## config.mk

```make
export PLATFORM = sky130hd
export DESIGN_NAME = wseq_top
export DESIGN_NICKNAME = d
export VERILOG_FILES = /design/src/rtl/wseq_pkg.sv /design/src/rtl/wseq_step_table.sv /design/src/rtl/wseq_addr_gen.sv /design/src/rtl/wseq_fsm.sv /design/src/rtl/wseq_top.sv
export SDC_FILE = /design/constraint.sdc
export NUM_CORES = 2
export LEC_CHECK = 0
export BUFFER_PORTS_ARGS = -buffer_cell sky130_fd_sc_hd__buf_4
export CAP_MARGIN = 40
export CORE_MARGIN = 2
export CORE_UTILIZATION = 39
export DETAILED_ROUTE_END_ITERATION = 10
export PLACE_DENSITY_LB_ADDON = 0.12
export SYNTH_ARGS = -nofsm -noshare
export SYNTH_HDL_FRONTEND = slang
export SYNTH_SLANG_ARGS = --single-unit
```

## constraint.sdc

```tcl
create_clock -name clk -period 8.5 [get_ports clk]
set_clock_uncertainty 0.1 [all_clocks]
set_input_delay 0.425 -clock clk [delete_from_list [all_inputs] [get_ports clk]]
set_output_delay 0.425 -clock clk [all_outputs]
set_load 0.005 [all_outputs]
```

## src/rtl/wseq_pkg.sv

```systemverilog
// Shared types for the stepped-trigger waveform sequencer.
// Assumes nothing beyond a 2-bit status encoding seen at the top ports.
package wseq_pkg;
    typedef enum logic [1:0] {
        ST_IDLE = 2'd0,
        ST_WAIT = 2'd1,
        ST_PLAY = 2'd2,
        ST_HOLD = 2'd3
    } wseq_state_e;
endpackage

```

## src/rtl/wseq_step_table.sv

```systemverilog
// Step table: STEPS entries of {start, length, loops}, written one at a time
// and read combinationally by the current step index. Zero length and zero
// loop count are mapped to one on the read side (delivered minus one).
// Assumes STEPS is a power of two so the index covers the array exactly.
module wseq_step_table #(
    parameter int STEPS  = 16,
    parameter int ADDR_W = 12,
    parameter int LEN_W  = 12,
    parameter int LOOP_W = 16,
    localparam int STEP_W = $clog2(STEPS)
) (
    input  logic              clk,
    input  logic              rst_n,
    input  logic              wr_en,
    input  logic [STEP_W-1:0] wr_idx,
    input  logic [ADDR_W-1:0] wr_start,
    input  logic [LEN_W-1:0]  wr_len,
    input  logic [LOOP_W-1:0] wr_loops,
    input  logic [STEP_W-1:0] rd_idx,
    output logic [ADDR_W-1:0] rd_start,
    output logic [LEN_W-1:0]  rd_len_m1,
    output logic [LOOP_W-1:0] rd_loops_m1
);
    logic [ADDR_W-1:0] start_a [STEPS];
    logic [LEN_W-1:0]  len_a   [STEPS];
    logic [LOOP_W-1:0] loops_a [STEPS];

    for (genvar g = 0; g < STEPS; g++) begin : g_ent
        logic [ADDR_W-1:0] start_q;
        logic [LEN_W-1:0]  len_q;
        logic [LOOP_W-1:0] loops_q;

        // Capture one entry when it is addressed by a write.
        always_ff @(posedge clk) begin
            if (!rst_n) begin
                start_q <= '0;
                len_q   <= '0;
                loops_q <= '0;
            end else if (wr_en && (wr_idx == STEP_W'(g))) begin
                start_q <= wr_start;
                len_q   <= wr_len;
                loops_q <= wr_loops;
            end
        end

        assign start_a[g] = start_q;
        assign len_a[g]   = len_q;
        assign loops_a[g] = loops_q;
    end

    logic [LEN_W-1:0]  sel_len;
    logic [LOOP_W-1:0] sel_loops;

    // Select the current entry and turn counts into last-index form.
    always_comb begin
        rd_start    = start_a[rd_idx];
        sel_len     = len_a[rd_idx];
        sel_loops   = loops_a[rd_idx];
        rd_len_m1   = (sel_len == '0)   ? '0 : sel_len - LEN_W'(1);
        rd_loops_m1 = (sel_loops == '0) ? '0 : sel_loops - LOOP_W'(1);
    end
endmodule

```

## src/rtl/wseq_addr_gen.sv

```systemverilog
// Address generator: walks a segment sample by sample and counts passes.
// Flags the cycle that reads the final sample of the final pass.
// Assumes load and advance are never high together (load only outside play).
module wseq_addr_gen #(
    parameter int ADDR_W = 12,
    parameter int LEN_W  = 12,
    parameter int LOOP_W = 16
) (
    input  logic              clk,
    input  logic              rst_n,
    input  logic              load,
    input  logic              advance,
    input  logic [ADDR_W-1:0] base,
    input  logic [LEN_W-1:0]  len_m1,
    input  logic [LOOP_W-1:0] loops_m1,
    output logic [ADDR_W-1:0] addr,
    output logic              last_smp
);
    logic [LEN_W-1:0]  idx_q;
    logic [LOOP_W-1:0] pass_q;
    logic              wrap;

    // Offset into the segment and end-of-pass / end-of-step flags.
    always_comb begin
        wrap     = (idx_q == len_m1);
        last_smp = wrap && (pass_q == loops_m1);
        addr     = base + ADDR_W'(idx_q);
    end

    // Sample index and pass counter; wrap to 0 with no idle cycle.
    always_ff @(posedge clk) begin
        if (!rst_n) begin
            idx_q  <= '0;
            pass_q <= '0;
        end else if (load) begin
            idx_q  <= '0;
            pass_q <= '0;
        end else if (advance) begin
            if (wrap) begin
                idx_q  <= '0;
                pass_q <= pass_q + LOOP_W'(1);
            end else begin
                idx_q  <= idx_q + LEN_W'(1);
            end
        end
    end
endmodule

```

## src/rtl/wseq_fsm.sv

```systemverilog
// Sequencer control: idle / waiting / playing / holding, plus step index.
// Trigger edges are acted on only while waiting or holding.
// Assumes trig_fire is a one-cycle pulse per trigger edge.
module wseq_fsm
    import wseq_pkg::*;
#(
    parameter int STEPS = 16,
    localparam int STEP_W = $clog2(STEPS)
) (
    input  logic              clk,
    input  logic              rst_n,
    input  logic              run,
    input  logic              trig_fire,
    input  logic              last_smp,
    input  logic [STEP_W-1:0] seq_last,
    output wseq_state_e       state,
    output logic [STEP_W-1:0] step,
    output logic              load,
    output logic              done
);
    wseq_state_e       st_d;
    logic [STEP_W-1:0] stp_d;

    // Next-state, next-step and segment-load decision.
    always_comb begin
        st_d  = state;
        stp_d = step;
        load  = 1'b0;
        if (!run) begin
            st_d  = ST_IDLE;
            stp_d = '0;
        end else begin
            unique case (state)
                ST_IDLE: begin
                    st_d  = ST_WAIT;
                    stp_d = '0;
                end
                ST_WAIT: begin
                    if (trig_fire) begin
                        st_d = ST_PLAY;
                        load = 1'b1;
                    end
                end
                ST_PLAY: begin
                    if (last_smp) st_d = ST_HOLD;
                end
                ST_HOLD: begin
                    if (trig_fire) begin
                        st_d  = ST_PLAY;
                        load  = 1'b1;
                        stp_d = (step >= seq_last) ? '0 : step + STEP_W'(1);
                    end
                end
                default: st_d = ST_IDLE;
            endcase
        end
    end

    // State and step registers.
    always_ff @(posedge clk) begin
        if (!rst_n) begin
            state <= ST_IDLE;
            step  <= '0;
        end else begin
            state <= st_d;
            step  <= stp_d;
        end
    end

    // Completion flag: holding after the final step of the list.
    always_comb done = (state == ST_HOLD) && (step >= seq_last);
endmodule

```

## src/rtl/wseq_top.sv

```systemverilog
// Stepped-trigger waveform sequencer top: step table, address generator,
// control FSM, trigger edge detect and the output sample register.
// Assumes a sample memory that answers each mem_rd with exactly one
// mem_rvalid at a fixed latency, so back-to-back reads give gap-free output.
module wseq_top
    import wseq_pkg::*;
#(
    parameter int STEPS  = 16,
    parameter int ADDR_W = 12,
    parameter int LEN_W  = 12,
    parameter int LOOP_W = 16,
    parameter int DATA_W = 16,
    localparam int STEP_W = $clog2(STEPS)
) (
    input  logic              clk,
    input  logic              rst_n,
    input  logic              run,
    input  logic              trig,
    input  logic              tbl_we,
    input  logic [STEP_W-1:0] tbl_idx,
    input  logic [ADDR_W-1:0] tbl_start,
    input  logic [LEN_W-1:0]  tbl_len,
    input  logic [LOOP_W-1:0] tbl_loops,
    input  logic [STEP_W-1:0] seq_last,
    output logic              mem_rd,
    output logic [ADDR_W-1:0] mem_addr,
    input  logic              mem_rvalid,
    input  logic [DATA_W-1:0] mem_rdata,
    output logic [DATA_W-1:0] sample_out,
    output logic              sample_vld,
    output logic [1:0]        state_o,
    output logic [STEP_W-1:0] step_o,
    output logic              done
);
    wseq_state_e       state;
    logic [STEP_W-1:0] step;
    logic              load;
    logic              last_smp;
    logic              trig_q;
    logic              trig_fire;
    logic [ADDR_W-1:0] cur_start;
    logic [LEN_W-1:0]  cur_len_m1;
    logic [LOOP_W-1:0] cur_loops_m1;

    // Remember last trigger level for rising-edge detection.
    always_ff @(posedge clk) begin
        if (!rst_n) trig_q <= 1'b0;
        else        trig_q <= trig;
    end

    always_comb trig_fire = trig && !trig_q;

    wseq_step_table #(
        .STEPS(STEPS), .ADDR_W(ADDR_W), .LEN_W(LEN_W), .LOOP_W(LOOP_W)
    ) table_i (
        .clk(clk), .rst_n(rst_n),
        .wr_en(tbl_we), .wr_idx(tbl_idx), .wr_start(tbl_start),
        .wr_len(tbl_len), .wr_loops(tbl_loops),
        .rd_idx(step), .rd_start(cur_start),
        .rd_len_m1(cur_len_m1), .rd_loops_m1(cur_loops_m1)
    );

    wseq_fsm #(.STEPS(STEPS)) fsm_i (
        .clk(clk), .rst_n(rst_n), .run(run), .trig_fire(trig_fire),
        .last_smp(last_smp), .seq_last(seq_last),
        .state(state), .step(step), .load(load), .done(done)
    );

    wseq_addr_gen #(
        .ADDR_W(ADDR_W), .LEN_W(LEN_W), .LOOP_W(LOOP_W)
    ) agen_i (
        .clk(clk), .rst_n(rst_n), .load(load),
        .advance(state == ST_PLAY),
        .base(cur_start), .len_m1(cur_len_m1), .loops_m1(cur_loops_m1),
        .addr(mem_addr), .last_smp(last_smp)
    );

    // One read request per playing cycle.
    always_comb mem_rd = (state == ST_PLAY);

    // Output sample register: update on returned data, else hold.
    always_ff @(posedge clk) begin
        if (!rst_n) begin
            sample_out <= '0;
            sample_vld <= 1'b0;
        end else begin
            sample_vld <= mem_rvalid;
            if (mem_rvalid) sample_out <= mem_rdata;
        end
    end

    // Status outputs.
    always_comb begin
        state_o = state;
        step_o  = step;
    end
endmodule

```

== Word level (Yosys, flattened, before mapping) ==
Cells that the tools add are included.

* Add/sub/neg operators: 6
* Magnitude comparators: 2
* Equal/unequal tests: 23
* Muxes and demuxes: 21
* Bitwise logic cells: 2
* Reduce and logical (&&, ||, !) cells: 31

{| class="wikitable"
|+ Operators by type and width
! cell !! number
|-
| binary-select mux 12 bit (select 4 bit) || 2
|-
| two-way mux 12 bit || 6
|-
| binary-select mux 16 bit (select 4 bit) || 1
|-
| two-way mux 16 bit || 3
|-
| equality test 4 bit (second input constant) || 8
|-
| logical AND 1 bit || 19
|-
| adder 16 x 1 -> 16 bit (second input constant) || 1
|-
| equality test 16 bit || 1
|-
| equality test 4 x 3 -> 1 bit (second input constant) || 4
|-
| zero test 16 bit || 1
|-
| subtractor 16 x 1 -> 16 bit (second input constant) || 1
|-
| adder 12 x 1 -> 12 bit (second input constant) || 1
|-
| adder 12 bit || 1
|-
| equality test 12 bit || 1
|-
| zero test 12 bit || 1
|-
| subtractor 12 x 1 -> 12 bit (second input constant) || 1
|-
| equality test 4 x 2 -> 1 bit (second input constant) || 2
|-
| two-way mux 4 bit || 2
|-
| case mux 4 bit (2 select lines) || 1
|-
| AND reduction 2 bit || 4
|-
| != test 2 x 1 -> 1 bit (second input constant) || 3
|-
| case mux 2 bit (3 select lines) || 1
|-
| greater-or-equal comparator 5 bit (second input constant) || 1
|-
| NOT 4 -> 5 bit || 1
|-
| other kinds (13) || 18
|}

* Register bits: 692
* Output and inout bits: 37
* Word-level logic and storage cells: 140

== Depth between registers and ports, before layout ==
* Word-level depth: 10
* Mapped depth: 24
* Mapped depth without buffers: 16

== Hierarchy ==
Synthesis repeated with hierarchy kept, for this count alone.

* Cell total of the unflattened synthesis: 3667
* Area total of the unflattened synthesis: 32479.9 µm²

{| class="wikitable"
|+ Modules (own cells, without submodules)
! module !! times used !! cells each !! area an instance (µm²) !! sequential area each (µm²)
|-
| wseq_step_table || 1 || 3295 || 29220.5 || 12812.3
|-
| wseq_addr_gen || 1 || 269 || 2177.1 || 560.5
|-
| wseq_top || 1 || 57 || 681.9 || 360.3
|-
| wseq_fsm || 1 || 46 || 400.4 || 120.1
|}

== Least setup slack after synthesis ==
No wires, ideal clock.

* Kind: reg-to-output
* From: reg fsm_i.step[0]
* To: out mem_addr[11]
* Arrival time: 5.229 ns
* Setup slack: 2.746 ns
* Cell stages (with the launch flop): 23
* Buffers on the path: 8
* Path through: dfxtp_1 -> buf_6 -> buf_12 -> buf_8 -> buf_6 -> buf_6 -> buf_2 -> clkbuf_1 -> buf_1 -> mux4_2 -> mux4_2 -> ha_1 -> a21o_1 -> a21oi_1 -> o21ai_0 -> a21oi_1 -> nor2b_1 -> o21a_1 -> o21ai_0 -> nand2b_1 -> a21oi_1 -> o21ai_0 -> xnor2_1

* Word-level cells in the longest chain between the ends: 5

{| class="wikitable"
|+ RTL lines
! what !! RTL line !! text
|-
| start, declared || wseq_fsm.sv:17 || <nowiki>output logic [STEP_W-1:0] step,</nowiki>
|-
| start signal, assigned || wseq_fsm.sv:66 || <nowiki>step <= stp_d;</nowiki>
|-
| NOT 4 -> 5 bit (implied by the code) || wseq_step_table.sv:56 || <nowiki>rd_start = start_a[rd_idx];</nowiki>
|-
| binary-select mux 12 bit (select 4 bit) || wseq_step_table.sv:56 ||
|-
| two-way mux 12 bit (implied by the code) (2 in series) || wseq_step_table.sv:56 ||
|-
| adder 12 bit || wseq_addr_gen.sv:27 || <nowiki>addr = base + ADDR_W'(idx_q);</nowiki>
|-
| end, declared || wseq_top.sv:26 || <nowiki>output logic [ADDR_W-1:0] mem_addr,</nowiki>
|}

Every way passes these cells. The select of a mux whose other input is x is not followed.

== Final worst setup path ==
Ends and elaborated chain as after synthesis.

==> flow_summary.ini <==
[power]
pwr-share-clk_pct = 47.3
power_density_nw_per_um2 = 191.1
p_comb_share_pct = 5.7
power_switching_mw = 1.689
internal_power_mw = 5.359
switching_share_pct = 23.97
power_leakage_nw = 12.16
seqPwrFrac_pct = 47.0
ir_drop_uv = 125.1

[clocking]
clock_latency_ns = 0.64
clk_pin_slew_ns = 0.06
cts_resized = 0
cts_buffer_depth = 3
cts_sinks = 692
cts_tree = built
cts_buffers = 77
cts_htree_levels = 3
cts_root_buf = clkbuf_16

[yosys]
yosysTopAreaCell = dfxtp_1
synth.avg_cell_area_um2 = 8.744
synth_top_flop_cell = dfxtp_1
synth-seq-cells = 692
yosys_warnings = 0
synth_top_area_share_pct = 42.44
ys_seq_area_share_pct = 42.44
yosys-top-cells-area = dfxtp_1 42%, nand2_1 16%, a21boi_0 15%
synth_cell_types = 81
syn_area_um2 = 32640
synth_edf_count = 0
synthCells = 3733
synthArstFlopShare_pct = 0
syn_nets = 3824

[global_routing]
globalRouteTotalUtil_pct = 26.41
grt_pass1_wl_um = 169700
grt_pass1_vias = 25190
antenna_found_initial = 2
grt_max_degree = 241
grt_overflow_total = 0

[die]
pin_count = 107
die_w_um = 293.3
dieArea_um2 = 86020
core-area_um2 = 83290
placementRows = 106
initial_utilization_pct = 39.19
die_y_um = 293.3

[routing]
wl_um = 114800
dr.pass1.iters = 5
wl_per_cell_um = 24.03
vias = 26320
drtIter0Drc = 2476
ant_nets = 0
drc = 0
routed_via_density = 5.508

[outcome]
status = finished clean

[min_path]
hp-class = in2reg

[layout]
layout-drive-gt1-share_pct = 13.65
final_util_pct = 44.29
final_nets = 3732
stdcell_area_um2 = 36890
antenna_cells = 0
multi_input_comb_area_um2 = 17480
area_delta_synth_final_pct = 13.00
fill_cells = 8062
seqCellArea_um2 = 13860

[timing]
setup_viol = 0
tightest_slew_ns = 1.192
fmax_ghz = 0.1614
setup_tns_ns = 0
period_share_pct = 72.90
slew_headroom_pct = 20.50
finalHoldViolCount = 0
rsz0062_at_grt = no
period_minus_slack_ns = 6.196
maxSlewViolCount = 0
hold_ws_ns = 0.04791

[place]
post-dp-hpwl_um = 62620
gp_congestion = 0.8818
port_buffers = 106
placedInstanceArea_um2 = 34220

[run]
cap_violations = 0

[worst_setup_path]
end_kind = primary output
cp_max_fo = 28
worstSetupPathType = reg2out
arrival_ns = 5.67
start_kind = register
cp.required_ns = 7.98
cell usage in the layout, fill, tap and decap left out, types with 10 or more instances in the layout:
| cell type | Yosys | layout |
|---|---|---|
| a21oi_1 | 29 | 29 |
| xor2_1 | 19 | 19 |
| nand3_1 | 30 | 26 |
| clkinv_2 | 0 | 15 |
| and3_1 | 15 | 15 |
| inv_1 | 18 | 18 |
| clkbuf_16 | 0 | 82 |
| mux4_2 | 163 | 163 |
| nor3_1 | 19 | 15 |
| nand4_1 | 16 | 16 |
| nor2_1 | 66 | 54 |
| or3_1 | 13 | 13 |
| clkbuf_1 | 310 | 18 |
| a22oi_1 | 30 | 30 |
| nand2_1 | 1349 | 1337 |
| buf_4 | 2 | 148 |
| clkbuf_8 | 0 | 18 |
| nor2_4 | 2 | 14 |
| nor2b_1 | 33 | 33 |
| dfxtp_1 | 692 | 689 |
| a21boi_0 | 641 | 641 |
| dlygate4sd3_1 | 0 | 17 |
| mux2i_1 | 39 | 39 |
| xnor2_1 | 36 | 36 |
| nand2_2 | 1 | 13 |
| o21ai_0 | 27 | 27 |
| nand2b_1 | 10 | 10 |
| ha_1 | 20 | 20 |
logic make-up (layout without fill, tap and decap cells):
logic type	count (synthesis)	in the layout	synth area share [%]
and+or+nand+nor	1601	1601	19.97
AOI/OAI and AO/OA	784	784	17.86
DFF	692	692	42.44
buffers and inverters	371	337	4.600
muxes	209	209	12.82
xor gates and xnor gates	55	55	1.476
adders and majority gates	21	21	0.8280
power by group through the flow:
stage	Sequential, mW	Combinational (mW)	Clock [mW]
final	3.31	0.402	3.33
after global routing	3.31	0.432	3.52
after CTS	3.31	0.399	3.38
after detailed placement	3.38	0.393	0
after global placement	3.38	0.387	0
after floorplan	3.38	0.246	0
sequential cells by signal (all words and copies together) (netlist names):
signal / count
agen_i.idx_q: 12
agen_i.pass_q: 16
fsm_i.state: 2
fsm_i.step: 4
sample_out: 16
sample_vld: 1
table_i.g_ent.len_q: 192
table_i.g_ent.loops_q: 256
table_i.g_ent.start_q: 192
trig_q: 1
area by class of cell:
cell class	count	share of cell area [%]
Sequential cell	692	37.59
Clock inverter	19	0.3358
Tap cell	1080	3.664
Clock buffer	118	6.418
Timing Repair Buffer	180	4.410
Multi-Input combinational cell	2670	47.38
Inverter	20	0.2035
metal layers:
layer	GRT usage (%)	vias to the layer above	share of wire (%)
met4	6.658	4	2.0
li1	-	12410	-
met5	0	-	0.024
met1	38.21	13000	46
met3	4.191	141	6.6
met2	41.05	773	45
critical path: stages, from the launching register on:
cell and delay, ns:
dfxtp_4 0.68, buf_12 0.29, buf_4 0.52, mux4_2 0.59, mux4_2 0.57, ha_1 0.31
a21o_1 0.18, a21oi_1 0.23, o21ai_0 0.11, a21oi_1 0.26, nor2b_1 0.08, o21a_1 0.21
o21ai_0 0.16, nand2b_1 0.08, a21oi_1 0.24, o21ai_0 0.16, xnor2_1 0.18, buf_4 0.14
cells in the mapped netlist (3+ instances only):
cell and count:
mux4_1 3, dfxtp_1 692, inv_1 18, a21o_1 4, mux2_2 4, o221ai_1 3
buf_1 13, a22o_1 8, a211oi_1 3, nor4_1 7, mux4_2 163, nor2_1 66
buf_6 7, clkbuf_1 310, nand4b_1 5, nor2b_1 33, xor2_1 19, nor3_1 19
mux2i_1 39, or2_2 4, a211o_1 3, nand2_1 1349, a21boi_0 641, and2_1 8
o22ai_1 3, a21oi_1 29, nand2b_1 10, nand4_1 16, nor4b_1 3, a221oi_1 7
ha_1 20, o31ai_1 3, nand3_1 30, o21ai_0 27, xnor2_1 36, and3_1 15
a22oi_1 30, and4_1 3, or3_1 13, buf_2 17
metrics by stage:
| step | instances | setup WS, ns | power (mW) |
|---|---|---|---|
| after floorplan | 3733 | 2.746 | 3.621 |
| after global placement | 4614 | 2.811 | 3.769 |
| after detailed placement | 4625 | 2.924 | 3.775 |
| after CTS | 4779 | 2.226 | 7.094 |
| after global routing | 4779 | 1.835 | 7.266 |
| final | 4779 | 2.304 | 7.048 |
final timing paths:
kind,endpoint,start,cells past startpoint,slack [ns]
worst max register to register,fsm_i.state[0],fsm_i.step[0],17,2.94
worst min register to register,table_i.g_ent[10].len_q[1],table_i.g_ent[10].len_q[1],2,0.36
worst min-delay path,table_i.g_ent[1].loops_q[6],tbl_loops[6],3,0.05
worst max-delay path,mem_addr[11],fsm_i.step[0],17,2.30
repair_timing:
| action | in CTS | in global routing |
|---|---|---|
| setup buffers | 0 | 0 |
| hold buffers | 17 | 0 |
| hold endpoints to repair | 17 | 0 |
Power figures use the tool's default switching activity.
